`config.mk`:
```
export PLATFORM = sky130hd
export DESIGN_NAME = ptw_walker
export DESIGN_NICKNAME = d
export VERILOG_FILES = /design/src/rtl/ptw_pkg.sv /design/src/rtl/ptw_addr_gen.sv /design/src/rtl/ptw_pte_decode.sv /design/src/rtl/ptw_perm_check.sv /design/src/rtl/ptw_walker.sv
export SDC_FILE = /design/constraint.sdc
export NUM_CORES = 1
export LEC_CHECK = 0
export ABC_AREA = 0
export ABC_CLOCK_PERIOD_IN_PS = 3600
export BUFFER_PORTS_ARGS = -buffer_cell sky130_fd_sc_hd__buf_4
export CORE_MARGIN = 2
export CORE_UTILIZATION = 30
export CTS_CLUSTER_SIZE = 40
export DETAILED_ROUTE_END_ITERATION = 10
export GPL_TIMING_DRIVEN = 0
export PLACE_DENSITY = 0.63
export SYNTH_ARGS = -nofsm -noshare
export SYNTH_HDL_FRONTEND = slang
export SYNTH_SLANG_ARGS = --single-unit
```
`constraint.sdc`:
```
create_clock -name clk -period 3.6 [get_ports clk]
set_input_delay 0.18 -clock clk [delete_from_list [all_inputs] [get_ports clk]]
set_output_delay 0.18 -clock clk [all_outputs]
set_load 0.05 [all_outputs]
```
`src/rtl/ptw_pkg.sv`:
```
package ptw_pkg;

  localparam int unsigned IDX_W_DEF   = 10;
  localparam int unsigned OFFS_W_DEF  = 13;
  localparam int unsigned LEVELS_DEF  = 3;
  localparam int unsigned PFN_W_DEF   = 27;
  localparam int unsigned PTE_W_DEF   = 64;
  localparam int unsigned PFN_LSB_DEF = 32;

  typedef enum logic [1:0] {
    FLT_NONE   = 2'd0,
    FLT_ABSENT = 2'd1,
    FLT_READ   = 2'd2,
    FLT_WRITE  = 2'd3
  } flt_e;

  typedef enum logic [1:0] {
    ST_IDLE = 2'd0,
    ST_REQ  = 2'd1,
    ST_WAIT = 2'd2
  } walk_st_e;

endpackage

```
`src/rtl/ptw_addr_gen.sv`:
```
module ptw_addr_gen #(
  parameter int unsigned IDX_W  = 10,
  parameter int unsigned LEVELS = 3,
  parameter int unsigned PA_W   = 40,
  parameter int unsigned LVL_W  = 2
) (
  input  logic [LEVELS*IDX_W-1:0] vpn,
  input  logic [LVL_W-1:0]        lvl,
  input  logic [PA_W-1:0]         base,
  output logic [PA_W-1:0]         addr
);
  localparam int unsigned VPN_W       = LEVELS * IDX_W;
  localparam int unsigned ENTRY_SHIFT = 3;

  logic [IDX_W-1:0] field [LEVELS];
  logic [IDX_W-1:0] idx_sel;

  genvar g;
  generate
    for (g = 0; g < LEVELS; g++) begin : g_field
      assign field[g] = vpn[VPN_W-1-g*IDX_W -: IDX_W];
    end
  endgenerate

  function automatic logic [PA_W-1:0] entry_addr(input logic [PA_W-1:0] tbl,
                                                 input logic [IDX_W-1:0] ix);
    return tbl + (PA_W'(ix) << ENTRY_SHIFT);
  endfunction

  always_comb begin
    idx_sel = '0;
    for (int i = 0; i < LEVELS; i++) begin
      if (lvl == LVL_W'(i + 1)) idx_sel = field[i];
    end
  end

  assign addr = entry_addr(base, idx_sel);

endmodule

```
`src/rtl/ptw_pte_decode.sv`:
```
module ptw_pte_decode #(
  parameter int unsigned PTE_W   = 64,
  parameter int unsigned PFN_W   = 27,
  parameter int unsigned PFN_LSB = 32,
  parameter int unsigned OFFS_W  = 13
) (
  input  logic [PTE_W-1:0]        pte,
  output logic                    present,
  output logic                    kr,
  output logic                    kw,
  output logic                    ur,
  output logic                    uw,
  output logic [PFN_W-1:0]        pfn,
  output logic [PFN_W+OFFS_W-1:0] next_base
);
  localparam int unsigned FLAG_W = 5;

  logic unused_bits;

  function automatic logic [PFN_W+OFFS_W-1:0] frame_to_base(input logic [PFN_W-1:0] f);
    return {f, {OFFS_W{1'b0}}};
  endfunction

  assign present   = pte[0];
  assign kr        = pte[1];
  assign kw        = pte[2];
  assign ur        = pte[3];
  assign uw        = pte[4];
  assign pfn       = pte[PFN_LSB +: PFN_W];
  assign next_base = frame_to_base(pfn);

  assign unused_bits = ^{pte[PTE_W-1:PFN_LSB+PFN_W], pte[PFN_LSB-1:FLAG_W]};

endmodule

```
`src/rtl/ptw_perm_check.sv`:
```
module ptw_perm_check
  import ptw_pkg::*;
(
  input  logic is_write,
  input  logic is_user,
  input  logic kr,
  input  logic kw,
  input  logic ur,
  input  logic uw,
  output logic allow,
  output flt_e deny_code
);
  function automatic logic granted(input logic wr, input logic usr,
                                   input logic k_r, input logic k_w,
                                   input logic u_r, input logic u_w);
    logic g;
    if (wr) g = usr ? u_w : k_w;
    else    g = usr ? u_r : k_r;
    return g;
  endfunction

  assign allow     = granted(is_write, is_user, kr, kw, ur, uw);
  assign deny_code = is_write ? FLT_WRITE : FLT_READ;

endmodule

```
`src/rtl/ptw_walker.sv`:
```
module ptw_walker
  import ptw_pkg::*;
#(
  parameter int unsigned IDX_W   = IDX_W_DEF,
  parameter int unsigned OFFS_W  = OFFS_W_DEF,
  parameter int unsigned LEVELS  = LEVELS_DEF,
  parameter int unsigned PFN_W   = PFN_W_DEF,
  parameter int unsigned PTE_W   = PTE_W_DEF,
  parameter int unsigned PFN_LSB = PFN_LSB_DEF,
  localparam int unsigned VPN_W  = LEVELS * IDX_W,
  localparam int unsigned PA_W   = PFN_W + OFFS_W,
  localparam int unsigned LVL_W  = $clog2(LEVELS + 1),
  localparam int unsigned PERM_W = 4
) (
  input  logic              clk,
  input  logic              rst_n,
  input  logic              req_valid,
  output logic              req_ready,
  input  logic [VPN_W-1:0]  req_vpn,
  input  logic              req_write,
  input  logic              req_user,
  input  logic [PA_W-1:0]   ptbr,
  output logic              busy,
  output logic              mem_req_valid,
  input  logic              mem_req_ready,
  output logic [PA_W-1:0]   mem_req_addr,
  input  logic              mem_rsp_valid,
  input  logic [PTE_W-1:0]  mem_rsp_data,
  output logic              done_valid,
  output logic [PFN_W-1:0]  done_pfn,
  output logic [PERM_W-1:0] done_perm,
  output logic              fault_valid,
  output logic [1:0]        fault_code,
  output logic [LVL_W-1:0]  fault_level
);

  walk_st_e          st_q;
  logic [LVL_W-1:0]  lvl_q;
  logic [VPN_W-1:0]  vpn_q;
  logic              wr_q;
  logic              user_q;
  logic [PA_W-1:0]   base_q;
  logic              done_q;
  logic              fault_q;
  logic [PFN_W-1:0]  pfn_q;
  logic [PERM_W-1:0] perm_q;
  flt_e              fcode_q;
  logic [LVL_W-1:0]  flvl_q;

  logic              pte_present;
  logic              pte_kr;
  logic              pte_kw;
  logic              pte_ur;
  logic              pte_uw;
  logic [PFN_W-1:0]  pte_pfn;
  logic [PA_W-1:0]   pte_next_base;
  logic              perm_allow;
  flt_e              perm_deny;

  // Named internal events, shared with the bound checker.
  logic walk_start;
  logic mem_fire;
  logic rsp_take;
  logic at_leaf;
  logic entry_absent;
  logic leaf_decide;

  assign walk_start   = req_valid && (st_q == ST_IDLE);
  assign mem_fire     = (st_q == ST_REQ) && mem_req_ready;
  assign rsp_take     = (st_q == ST_WAIT) && mem_rsp_valid;
  assign at_leaf      = (lvl_q == LVL_W'(LEVELS));
  assign entry_absent = rsp_take && !pte_present;
  assign leaf_decide  = rsp_take && pte_present && at_leaf;

  ptw_addr_gen #(
    .IDX_W  (IDX_W),
    .LEVELS (LEVELS),
    .PA_W   (PA_W),
    .LVL_W  (LVL_W)
  ) u_addr (
    .vpn  (vpn_q),
    .lvl  (lvl_q),
    .base (base_q),
    .addr (mem_req_addr)
  );

  ptw_pte_decode #(
    .PTE_W   (PTE_W),
    .PFN_W   (PFN_W),
    .PFN_LSB (PFN_LSB),
    .OFFS_W  (OFFS_W)
  ) u_dec (
    .pte       (mem_rsp_data),
    .present   (pte_present),
    .kr        (pte_kr),
    .kw        (pte_kw),
    .ur        (pte_ur),
    .uw        (pte_uw),
    .pfn       (pte_pfn),
    .next_base (pte_next_base)
  );

  ptw_perm_check u_perm (
    .is_write  (wr_q),
    .is_user   (user_q),
    .kr        (pte_kr),
    .kw        (pte_kw),
    .ur        (pte_ur),
    .uw        (pte_uw),
    .allow     (perm_allow),
    .deny_code (perm_deny)
  );

  always_ff @(posedge clk or negedge rst_n) begin
    if (!rst_n) begin
      st_q    <= ST_IDLE;
      lvl_q   <= '0;
      vpn_q   <= '0;
      wr_q    <= 1'b0;
      user_q  <= 1'b0;
      base_q  <= '0;
      done_q  <= 1'b0;
      fault_q <= 1'b0;
      pfn_q   <= '0;
      perm_q  <= '0;
      fcode_q <= FLT_NONE;
      flvl_q  <= '0;
    end else begin
      done_q  <= 1'b0;
      fault_q <= 1'b0;
      fcode_q <= FLT_NONE;
      flvl_q  <= '0;
      unique case (st_q)
        ST_IDLE: begin
          if (walk_start) begin
            vpn_q  <= req_vpn;
            wr_q   <= req_write;
            user_q <= req_user;
            base_q <= ptbr;
            lvl_q  <= LVL_W'(1);
            st_q   <= ST_REQ;
          end
        end
        ST_REQ: begin
          if (mem_fire) st_q <= ST_WAIT;
        end
        ST_WAIT: begin
          if (entry_absent) begin
            fault_q <= 1'b1;
            fcode_q <= FLT_ABSENT;
            flvl_q  <= lvl_q;
            st_q    <= ST_IDLE;
          end else if (leaf_decide) begin
            if (perm_allow) begin
              done_q <= 1'b1;
              pfn_q  <= pte_pfn;
              perm_q <= {pte_uw, pte_ur, pte_kw, pte_kr};
            end else begin
              fault_q <= 1'b1;
              fcode_q <= perm_deny;
              flvl_q  <= lvl_q;
            end
            st_q <= ST_IDLE;
          end else if (rsp_take) begin
            base_q <= pte_next_base;
            lvl_q  <= lvl_q + LVL_W'(1);
            st_q   <= ST_REQ;
          end
        end
        default: st_q <= ST_IDLE;
      endcase
    end
  end

  assign busy          = (st_q != ST_IDLE);
  assign req_ready     = (st_q == ST_IDLE);
  assign mem_req_valid = (st_q == ST_REQ);
  assign done_valid    = done_q;
  assign done_pfn      = pfn_q;
  assign done_perm     = perm_q;
  assign fault_valid   = fault_q;
  assign fault_code    = fcode_q;
  assign fault_level   = flvl_q;

endmodule

```
# After elaboration in Yosys (flattened, before gate mapping)
# Cells that the tools add are included.
[totals] regBits=113 out_inout_bits=80 wordCells=78 in_bits=141
[op_classes] n_eq_ne=11 mux=38 n_addsub=2 n_reduce_logical=14 bitwise_logic=1
[ops] cell="$mux W40" count=4
[ops] cell="$pmux W40 S2" count=1
[ops] cell="$add A40 B13 Y40" count=1
[ops] cell="$mux W2" count=16
[ops] cell="$mux W10" count=3
[ops] cell="$mux W1" count=12
[ops] cell="$eq A2 B2 Y1 const B" count=3
[ops] cell="$logic_and A1 B1 Y1" count=6
[ops] cell="$ne A2 B2 Y1 const B" count=3
[ops] cell="$pmux W2 S3" count=1
[ops] cell="$reduce_and A5 Y1" count=1
[ops] cell="$eq A2 B1 Y1 const B" count=2
[ops] cell="$ne A2 B1 Y1 const B" count=2
[ops] cell="$ne A4 B4 Y1 const B" count=1
[ops] cell="$pmux W2 S2" count=1
[ops] cell="$reduce_and A4 Y1" count=1
[ops] cell="$reduce_bool A2 Y1" count=2
[ops] cell="$reduce_and A3 Y1" count=1
[ops] cell="$add A2 B1 Y2 const B" count=1
[ops] cell="$logic_not A2 Y1" count=1
[ops] cell="$reduce_and A2 Y1" count=1
[ops] cell="$logic_not A1 Y1" count=1
[ops] cell="$not A1 Y1" count=1

# Longest topological paths before layout
# Gate-level depths: netlist of the first run.
[logic_depth] depth_word=7 ltp_mapped=15 depth_no_buf=13

# Cells and area by module
# A second synthesis of the first run with hierarchy kept.
[unflattened] cells_unflattened=593 hier_area_um2=6647.6
[modules_own_cells] module="ptw_walker" cells_each=350 area_each_um2=4825.9 n_inst=1 seq_area_each_um2=2827.7
[modules_own_cells] module="ptw_addr_gen" cells_each=166 area_each_um2=1236.2 n_inst=1 seq_area_each_um2=0.0
[modules_own_cells] module="ptw_pte_decode" cells_each=73 area_each_um2=544.3 n_inst=1 seq_area_each_um2=0.0
[modules_own_cells] module="ptw_perm_check" cells_each=4 area_each_um2=41.3 n_inst=1 seq_area_each_um2=0.0

# Least setup slack after synthesis of the first run
# No wires, ideal clock.
[synth_path] path_type="register to output" from="register lvl_q[0]" to="output port mem_req_addr[16]" t_required_ns=3.420 n_path_buf=3 path_slack_ns=-0.194 arrival_time_ns=3.614 stages_incl_launch_ff=14 cell_sequence="dfrtp_1 > inv_1 > ha_1 > clkbuf_1 > buf_1 > a22oi_1 > o21ai_0 > ha_1 > a21oi_1 > nor2b_1 > a311o_1 > o211a_1 > buf_2 > xor2_1"
[synth_between] elab_chain_len=5 word_cells_on_any_way=7 cone_classes="1 x add/sub; 3 x eq/ne; 3 x mux"
[synth_rtl] item="from (decl)" line="ptw_walker.sv:38" source="logic [LVL_W-1:0] lvl_q;"
[synth_rtl] item="from (signal assigned)" line="ptw_walker.sv:166" source="lvl_q <= lvl_q + LVL_W'(1);"
[synth_rtl] item="$eq A2 B1 Y1" line="ptw_addr_gen.sv:33" source="if (lvl == LVL_W'(i + 1)) idx_sel = field[i];"
[synth_rtl] item="$mux W10 (2 in a row)" line="ptw_addr_gen.sv:33"
[synth_rtl] item="$mux W10 (*)" line="ptw_addr_gen.sv:33"
[synth_rtl] item="$add A40 B13 Y40 (*)" line="ptw_addr_gen.sv:27" source="return tbl + (PA_W'(ix) << ENTRY_SHIFT);"
[synth_rtl] item="to (decl)" line="ptw_walker.sv:26" source="output logic [PA_W-1:0] mem_req_addr,"
# Every way passes the cells marked *; elsewhere a longest branch is shown, timed or not.

# Worst setup path in the final report of the first run
[layout_path] from="register lvl_q[0]" to="output port mem_req_addr[24]"
# Same word-level chain as after synthesis.

==> metrics.csv, run 1 <==
metric,value,unit
fillers,1707,
Initial DRT Pass Iterations,5,
Top Ports,221,
Die H,142,um
Lkg Pwr,4.57,nW
routed wire length per instance,16.3,um
Max Slew Vio Count,0,
synth warn,0,
HPWL Detailed,13400,um
Worst Path Max Fanout,10,
Worst-path clk slew,0.05,ns
WP data arrival,3.43,ns
Cell variety after synth,44,
met2 Track Usage GR,31.5,%
full die area,0.0201,mm^2
met3 GRT Util,4.18,%
htree depth,4,
num rows,50,
reg2reg start,st_q[0]$_DFFE_PN0P_,
Mapped Cells,628,
clock root cell,clkbuf_16,
net count after synthesis,783,
die width,142,um
CTS tree,built,
Initial Util,30.6,%
layer with the highest usage,met2,
fraction of layout cells with a size suffix above 1,37.9,%
global-route wire length before repair,29800,um
area grow syn2layout,65.0,%
"EDFF count, synth",0,
CTS sink cnt,113,
Final Hold Fails,0,
largest net degree at the start of global routing,94,
max cap viols,0,
CP cell instances,"inv_2, ha_4, bufbuf_16, a21oi_2, o21ai_0, ha_1, nor2b_1, a311o_1, o211a_4, buf_8, nand3_2, xnor2_2, buf_6",
antenna violations before repair,1,
Worst-Skew Late Latency,0.42,ns
WHS Endpoint,done_pfn[26]$_DFFE_PN0P_,
post-synthesis sequential area ratio,49.6,%
Final Critical Period,3.61,ns
worst vdd ir,0.573,mV
Net Sw Frac,49.6,%
worst hold path type,in -> reg,
Post-synth ARST share,100,%
dominant synthesized flop cell,dfrtp_1,
Port Buffers,188,
Worst path max stage delay,0.46,ns
Hold Crit Start,mem_rsp_data[58],
total track usage,19.4,%
r2r setup slk,1.53,ns
area of the multi-input gates,0.00305,mm^2
Seq pwr share,21.5,%
detailed-route via count,5536,
Routed WL,19200,um
failing checks,setup timing,
drt drc,0,
clock share of power,16.0,%
CP bufs+invs,4,
Worst Path Required,3.42,ns
Slowest cell on crit path,dfrtp_2,
Worst Setup End Kind,output port,
TritonCTS Buffers,17,
RSZ-0062 raised after global routing,yes,
R2R Path End,st_q[1]$_DFFE_PN0P_,
# diodes,0,
R2R depth,5,
crit path kind,reg -> out,
vias in the first global route,5614,
Synth Area per Inst,9.08,um^2
Final Setup Violations,2,
internal power,5.28,mW
Register Area,0.00283,mm^2
Synth Cell Area,0.00570,mm^2
Psw,5.19,mW
crit share post-route,100,%
initial DRC count,210,
"CP delay by family, top",compound AO/OA/AOI/OAI gates,
nets,1082,
core footprint,0.0186,mm^2
number of synthesized register bits,113,
Clock Skew,0.00630,ns
Power Dens Cells,1110,mW/mm^2
setup TNS,-0.0149,ns
worst hold margin,0.00743,ns
Rel. slew slack,59.4,%
Worst Tran Pin Value,0.610,ns
FMAX,277,MHz
combinational share of power,62.6,%
final worst slack,-0.00998,ns
vias per cell,4.72,
met1 usage,24.8,%
CP startpoint kind,flip-flop,
"antenna viol nets, final",0,
status,"finished, violations left",
hold depth,3,
RD Place Congestion,0.824,
CTS Buffer Depth,2,
total gr overflow,0,
==> flip-flops by register name (all words and copies together) (netlist names) <==
signal and count:
base_q 40, done_perm 4, done_pfn 27, done_valid 1, fault_code 2, fault_level 2
fault_valid 1, lvl_q 2, st_q 2, user_q 1, vpn_q 30, wr_q 1
==> power by group through the flow <==
stage / Clock, mW / Sequential, mW / Combinational [mW]
floorplan: 0 / 2.49 / 3.89
global placement: 0 / 2.21 / 5.81
detailed placement: 0 / 2.23 / 5.85
CTS: 1.69 / 2.24 / 6.42
global route: 1.75 / 2.31 / 6.95
finish: 1.67 / 2.24 / 6.55
==> cell families (layout without fill, tap and decap cells) <==
group                      Yosys count  after routing  share of synthesized area (%)
AOI/OAI and AO/OA                   78             78                           8.56
xor gates and xnor gates            34             34                           5.22
DFF                                113            113                           49.6
muxes                               33             33                           6.72
adders and majority gates           14             14                           3.21
buffers and inverters               45            357                           3.45
and+or+nand+nor                    311            311                           23.2
==> cells in the mapped netlist, types with 2 or more instances <==
cell type	instances	area [um^2]
a21o_1	4	30.0
a21oi_1	19	95.1
a22oi_1	2	15.0
a31oi_1	28	175
and2_1	4	25.0
and3_1	8	50.1
buf_1	3	11.3
buf_2	10	50.1
buf_4	4	30.0
clkbuf_1	21	78.8
dfrtp_1	113	2830
ha_1	13	163
inv_1	7	26.3
mux2_2	32	360
nand2_1	203	762
nand2b_1	4	25.0
nand3_1	30	150
nand4_1	3	18.8
nor2_1	46	173
nor2b_1	4	25.0
o21a_1	2	15.0
o21ai_0	13	65.1
or3_1	2	12.5
xnor2_1	24	210
xor2_1	10	87.6
==> final cells by class <==
cell class                      count  share of cell area [%]
Multi-Input combinational cell    470                    32.4
Sequential cell                   113                    30.1
Timing Repair Buffer              283                    26.0
Clock buffer                       19                    4.71
Tap cell                          234                    3.11
Buffer                             35                    1.96
Clock inverter                     13                    1.46
Inverter                            7                   0.279
==> placed cells by master (no fill, tap or decap), types with 7 or more instances in the layout <==
cell type,count
buf_6,22
and3_1,7
dlygate4sd3_1,76
nand3_2,10
a31oi_1,28
clkbuf_16,17
nor2_1,41
buf_4,186
o21ai_0,10
a21oi_1,10
ha_1,9
clkbuf_1,18
buf_2,9
xnor2_1,9
mux2_2,32
nand2_1,202
xnor2_2,15
dfrtp_1,111
nand3_1,20
==> worst register-to-register path, cell delays in order, from the launching register on <==
cell and delay, ns:
dfrtp_1 0.38, nand2b_1 0.11, clkbuf_1 0.32, clkbuf_1 0.45
o2bb2ai_1 0.13, dlygate4sd3_1 0.56
==> per-stage QoR <==
| step | std cells | total power [mW] | setup WS, ns | util, % | instance area [um^2] |
|---|---|---|---|---|---|
| floorplan | 628 | 6.38 | 0.0483 | - | 5860 |
| global placement | 1050 | 8.02 | -0.501 | 40.6 | 7560 |
| detailed placement | 1051 | 8.08 | -0.518 | 40.7 | 7590 |
| CTS | 1171 | 10.4 | -0.0461 | 49.9 | 9310 |
| global route | 1174 | 11.0 | -0.152 | 50.4 | 9410 |
| finish | 1174 | 10.5 | -0.00998 | 50.4 | 9410 |
==> worst max path at each step <==
| stage | from | endpoint | slack [ns] | cells past startpoint |
|---|---|---|---|---|
| after floorplan | lvl_q[0]$_DFFE_PN0P_ | mem_req_addr[14] | 0.05 | 13 |
| after global placement | lvl_q[0]$_DFFE_PN0P_ | mem_req_addr[32] | -0.50 | 15 |
| after detailed placement | lvl_q[0]$_DFFE_PN0P_ | mem_req_addr[32] | -0.52 | 15 |
| after CTS | lvl_q[0]$_DFFE_PN0P_ | mem_req_addr[11] | -0.05 | 14 |
| after global routing | lvl_q[0]$_DFFE_PN0P_ | mem_req_addr[11] | -0.15 | 14 |
| final | lvl_q[0]$_DFFE_PN0P_ | mem_req_addr[24] | -0.01 | 13 |
==> layer usage <==
metal | vias to the layer above | part of all wire, %
met5 | - | 0.057
met4 | 2 | 2.9
met3 | 43 | 4.6
met2 | 156 | 49
met1 | 2647 | 43
li1 | 2688 | -
==> what timing repair did <==
| item | CTS | global route |
|---|---|---|
| hold buffers | 76 | 0 |
| pin swaps | 23 | 16 |
| hold endpoints to repair | 135 | 0 |
| cloned | 1 | 0 |
| resized for setup | 69 | 20 |
| setup endpoints to repair | 33 | 30 |
| buffers inserted | 14 | 3 |
No activity file was read; power rests on OpenSTA's default activity.
==> run 2: changes to the inputs <==
RECOVER_POWER = 25   (was default)
==> run 2 against run 1 <==
The run still ends with setup timing left. Hold slack about the same. Sequential share of layout area increased by 0.088 points. Clock-buffer cell count unchanged. Register-to-register slack about the same. Via count about the same. Critical path type unchanged. Critical endpoint unchanged. Largest cell class unchanged. Largest power group unchanged.
==> metrics.csv, run 2 (synthesized netlist as in run 1, its figures left out) <==
metric,value,unit
HPWL Detailed,13400,um
total power,10.5,mW
CTS tree,built,
Lkg Pwr,4.56,nW
Max Slew Vio Count,0,
detailed-route via count,5538,
FMAX,277,MHz
largest net degree at the start of global routing,94,
TritonCTS Buffers,17,
CTS Buffer Depth,2,
RD Place Congestion,0.824,
Routed WL,19200,um
WP data arrival,3.43,ns
initial DRC count,211,
Psw,5.18,mW
core footprint,0.0186,mm^2
worst vdd ir,0.573,mV
Top Ports,221,
Die H,142,um
Seq pwr share,21.5,%
total gr overflow,0,
Final Core Density,50.3,%
max reg flops,40,
drt drc,0,
worst hold path type,in -> reg,
full die area,0.0201,mm^2
combinational share of power,62.6,%
"most common cell after layout, fill and taps aside",nand2_1,
final worst slack,-0.0108,ns
total track usage,19.4,%
Port Buffers,188,
clock root cell,clkbuf_16,
Worst Path Max Fanout,10,
internal power,5.27,mW
status,"finished, violations left",
global-route wire length before repair,29800,um
max cap viols,0,
antenna violations before repair,1,
nets,1082,
Power Dens Cells,1120,mW/mm^2
most frequent cells in the layout,"202 x nand2_1, 186 x buf_4, 111 x dfrtp_1, 76 x dlygate4sd3_1, 41 x nor2_1",
Worst Tran Pin Value,1.35,ns
htree depth,4,
CTS sink cnt,113,
failing checks,setup timing,
# diodes,0,
RSZ-0062 raised after global routing,yes,
Net Sw Frac,49.6,%
num rows,50,
Worst Setup End Kind,output port,
Clock Skew,0.00647,ns
vias per cell,4.72,
r2r setup slk,1.53,ns
Rel. slew slack,10.0,%
clock share of power,16.0,%
Worst Path Required,3.42,ns
Worst-path clk slew,0.05,ns
routed wire length per instance,16.4,um
Initial Util,30.6,%
Final Hold Fails,0,
area grow syn2layout,64.5,%
CP startpoint kind,flip-flop,
vias in the first global route,5614,
fraction of layout cells with a size suffix above 1,37.8,%
"antenna viol nets, final",0,
Final Setup Violations,2,
setup TNS,-0.0165,ns
Initial DRT Pass Iterations,5,
Worst-Skew Late Latency,0.42,ns
Final Critical Period,3.61,ns
crit path kind,reg -> out,
Biggest register,base_q,
crit share post-route,100,%
die width,142,um
-- run 2: cell count changes in the layout (fill, tap and decap cells not counted) --
| cell | change |
|---|---|
| buf_6 | -1 |
| clkbuf_1 | +1 |
| buf_16 | -1 |
| clkbuf_4 | +1 |
-- run 2: final timing paths --
path                                   startpoint                       end  cells after the start
max                          lvl_q[0]$_DFFE_PN0P_          mem_req_addr[24]                     13
min in group asynchronous                   rst_n     vpn_q[17]$_DFFE_PN0P_                      2
max reg2reg                   st_q[0]$_DFFE_PN0P_       st_q[1]$_DFFE_PN0P_                      5
max in group asynchronous                   rst_n      lvl_q[0]$_DFFE_PN0P_                      3
min                              mem_rsp_data[58]  done_pfn[26]$_DFFE_PN0P_                      3
min reg2reg                base_q[12]$_DFFE_PN0P_    base_q[12]$_DFFE_PN0P_                      2
-- run 2: repair_timing --
item | 4_1_cts | 5_1_grt
setup buffers | 14 | 3
pin swaps | 23 | 16
hold endpoints to repair | 135 | 0
hold buffers | 76 | 0
gates resized for setup | 69 | 20
setup endpoints to repair | 33 | 30
gates cloned | 1 | 0
-- run 2: layer usage --
layer  routed length [um]  up-vias  track usage (%)
met4                  522        2             9.00
met1                 8370     2660             24.8
li1                     -     2687                -
met3                  844       40             4.18
met2                 9460      149             31.5
met5                   11        -                0
-- run 2: metrics by stage --
| step | hold slack (ns) | cell area [um^2] | cells | worst slack [ns] |
|---|---|---|---|---|
| after global placement | 0.381 | 7560 | 1050 | -0.501 |
| after global routing | 0.00623 | 9380 | 1174 | -0.152 |
| final | 0.00751 | 9380 | 1174 | -0.0108 |
| after floorplan | -0.116 | 5860 | 628 | 0.0483 |
| after CTS | 0.00234 | 9310 | 1171 | -0.0461 |
| after detailed placement | 0.0414 | 7590 | 1051 | -0.518 |
-- run 2: area by class of cell --
type                    instances  area, um^2
well taps                     234         293
fillers                      1711        9270
plain buffers                  35         184
clock buffers                  19         443
inverters                       7        26.3
multi-input cells             470        3050
clock inverters                13         138
flip-flops and latches        113        2830
repair buffers                283        2410
-- run 2: critical path, stage by stage, from the launching register on --
cell	delay (ns)
dfrtp_2	0.46
inv_2	0.09
ha_4	0.19
bufbuf_16	0.28
a21oi_2	0.05
o21ai_0	0.16
ha_1	0.30
nor2b_1	0.17
a311o_1	0.43
o211a_4	0.29
buf_8	0.16
nand3_2	0.08
xnor2_2	0.13
buf_6	0.19
-- run 2: power by group through the flow --
| stage | Clock (mW) | Combinational, mW | Sequential, mW |
|---|---|---|---|
| 5_1_grt | 1.75 | 6.95 | 2.31 |
| 6_report | 1.67 | 6.54 | 2.24 |
| 4_1_cts | 1.69 | 6.42 | 2.24 |
| 3_3_place_gp | 0 | 5.81 | 2.21 |
| 2_1_floorplan | 0 | 3.89 | 2.49 |
| 3_5_place_dp | 0 | 5.85 | 2.23 |
==> run 3: changes to the inputs <==
ABC_CLOCK_PERIOD_IN_PS = 3000   (was 3600)
SYNTH_HIERARCHICAL = 1   (was default)
clock period = 3 ns   (was 3.6 ns; I/O delays follow)
==> run 3 against run 2 <==
The run ends with capacitance limit, slew limit, setup timing left. Hold slack better by 0.022 ns. Critical path depth did not move. Register-to-register slack lost 0.61 ns. Sequential share of layout area shrank 3.8 points. Non-clock buffer count up 44. Largest cell class unchanged. Final cell count shrank 0.34%. Via count decreased by 3.7%.
==> metrics.csv, run 3 <==
metric,value,unit
R2R depth,6,
share of the synthesized area in the top cell type,42.5,%
Top Ports,221,
Synth Cell Area,0.00665,mm^2
"EDFF count, synth",0,
Synth area leaders,"dfrtp_1 43%, buf_4 8.8%, mux2_2 7.8%",
crit path kind,reg -> out,
Worst Path Required,2.85,ns
Placed Cells,1042,
CP startpoint kind,flip-flop,
R2R Path End,base_q[33]$_DFFE_PN0P_,
Final Setup Violations,31,
die width,153,um
synth warn,6,
Worst-Skew Late Latency,0.42,ns
Initial Util,30.6,%
total track usage,17.0,%
Max Slew Vio Count,40,
routed wire length per instance,16.7,um
max cap viols,1,
DR top layer,met4,
Port Buffers,156,
Worst Path Max Fanout,6,
detailed-route via count,5335,
CTS sink cnt,113,
status,"finished, violations left",
FMAX,281,MHz
Worst-path clk slew,0.06,ns
worst hold margin,0.0292,ns
metal2 WL,9630,um
dominant synthesized flop cell,dfrtp_1,
drt drc,0,
metal3 WL,1130,um
htree depth,4,
reg2reg start,lvl_q[0]$_DFFE_PN0P_,
Synth area leader,dfrtp_1,
M1 wire length,8610,um
# diodes,0,
WP data arrival,3.41,ns
Synth Area per Inst,11.2,um^2
Biggest register,base_q,
r2r setup slk,0.92,ns
most frequent cells in the layout,"219 x buf_4, 111 x dfrtp_1, 67 x dlygate4sd3_1, 47 x buf_6, 45 x nor2_1",
Cell variety after synth,47,
Synth top cells by count,"113 x dfrtp_1, 78 x buf_4, 47 x nor2_1",
most common cell in the netlist,dfrtp_1,
worst hold path type,in -> reg,
initial DRC count,191,
Clock Skew,0.0111,ns
Final Hold Fails,0,
clock root cell,clkbuf_16,
Mapped Cells,593,
hold depth,3,
Worst Tran Pin Value,2.23,ns
WHS Endpoint,st_q[0]$_DFFE_PN0P_,
core footprint,0.0218,mm^2
Initial DRT Pass Iterations,4,
CTS Buffer Depth,2,
nets,1031,
HPWL Detailed,13600,um
"most common cell after layout, fill and taps aside",buf_4,
num rows,54,
RD Place Congestion,0.805,
number of synthesized register bits,113,
largest net degree at the start of global routing,76,
full die area,0.0234,mm^2
Worst Setup End Kind,output port,
crit share post-route,119,%
total gr overflow,0,
CTS tree,built,
Routed WL,19600,um
Post-synth ARST share,100,%
Finished Layout Cells,1170,
failing checks,"capacitance limit, slew limit, setup timing",
vias in the first global route,5713,
vias per cell,4.56,
Die H,153,um
TritonCTS Buffers,17,
RSZ-0062 raised after global routing,yes,
post-synthesis sequential area ratio,42.5,%
final worst slack,-0.563,ns
antenna violations before repair,0,
area grow syn2layout,61.4,%
Final Critical Period,3.56,ns
fraction of layout cells with a size suffix above 1,53.1,%
Rel. slew slack,-48.9,%
"antenna viol nets, final",0,
global-route wire length before repair,31000,um
Final Instance Area,0.0107,mm^2
max reg flops,40,
placement-stage cell area,0.00862,mm^2
Hold Crit Start,mem_req_ready,
## run 3: per-stage QoR
stage | TNS [ns] | utilization, % | setup slack (ns)
floorplan | -0.936 | - | -0.147
global placement | -12.02 | 39.5 | -0.650
detailed placement | -12.01 | 39.6 | -0.668
CTS | -14.05 | 48.4 | -0.585
global route | -23.15 | 49.3 | -0.721
finish | -13.44 | 49.3 | -0.563
## run 3: cell families (layout without fill, tap and decap cells)
kind of cell               Yosys count  count (layout)  share of synthesized area [%]
adders and majority gates           13              13                           2.56
xor gates and xnor gates            35              35                           4.61
DFF                                113             113                           42.5
AOI/OAI and AO/OA                   79              79                           8.45
and+or+nand+nor                    117             117                           9.22
muxes                              116             116                           20.7
buffers and inverters              118             403                           11.8
other                                2              14                          0.113
## run 3: worst max-delay path by stage
| stage | end | start | cells after the start | slack [ns] |
|---|---|---|---|---|
| floorplan | mem_req_addr[36] | lvl_q[0]$_DFFE_PN0P_ | 11 | -0.15 |
| global placement | mem_req_addr[37] | lvl_q[1]$_DFFE_PN0P_ | 13 | -0.65 |
| detailed placement | mem_req_addr[37] | lvl_q[1]$_DFFE_PN0P_ | 13 | -0.67 |
| CTS | mem_req_addr[38] | lvl_q[0]$_DFFE_PN0P_ | 13 | -0.58 |
| global route | mem_req_addr[38] | lvl_q[0]$_DFFE_PN0P_ | 13 | -0.72 |
| finish | mem_req_addr[38] | lvl_q[0]$_DFFE_PN0P_ | 13 | -0.56 |
## run 3: cell type report
| cell class | instances | area, um^2 |
|---|---|---|
| plain buffers | 109 | 793 |
| flip-flops and latches | 113 | 2830 |
| clock inverters | 12 | 156 |
| repair buffers | 253 | 2240 |
| inverters | 9 | 33.8 |
| fillers | 1938 | 11000 |
| clock buffers | 20 | 467 |
| well taps | 280 | 350 |
| multi-input cells | 374 | 3860 |
## run 3: layer usage
| layer | up-vias | track usage [%] |
|---|---|---|
| li1 | 2561 | - |
| met1 | 2608 | 22.2 |
| met2 | 150 | 28.1 |
| met3 | 16 | 4.08 |
| met4 | 0 | 4.54 |
| met5 | - | 0 |
## run 3: worst max-delay path, stage by stage (launching register included)
cell and delay (ns):
dfrtp_2 0.41, clkbuf_16 0.16, buf_8 0.11, mux2_2 0.32, a22o_1 0.27, ha_4 0.25, a21o_1 0.15, a21oi_1 0.13
o211ai_1 0.15, a21oi_2 0.33, buf_6 0.19, nand3b_1 0.20, xnor2_4 0.15, buf_6 0.18
## run 3: what timing repair did
action,4_1_cts,5_1_grt
pin swaps,29,34
endpoints found under the hold margin,104,0
setup endpoints to repair,33,33
cloned,2,0
gates resized for setup,99,32
hold buffers,67,0
buffers inserted,19,10
Power of run 3 is left out: the tool's default activity adds up to more than one toggle a clock period on the data nets, which glitch-free logic cannot reach.
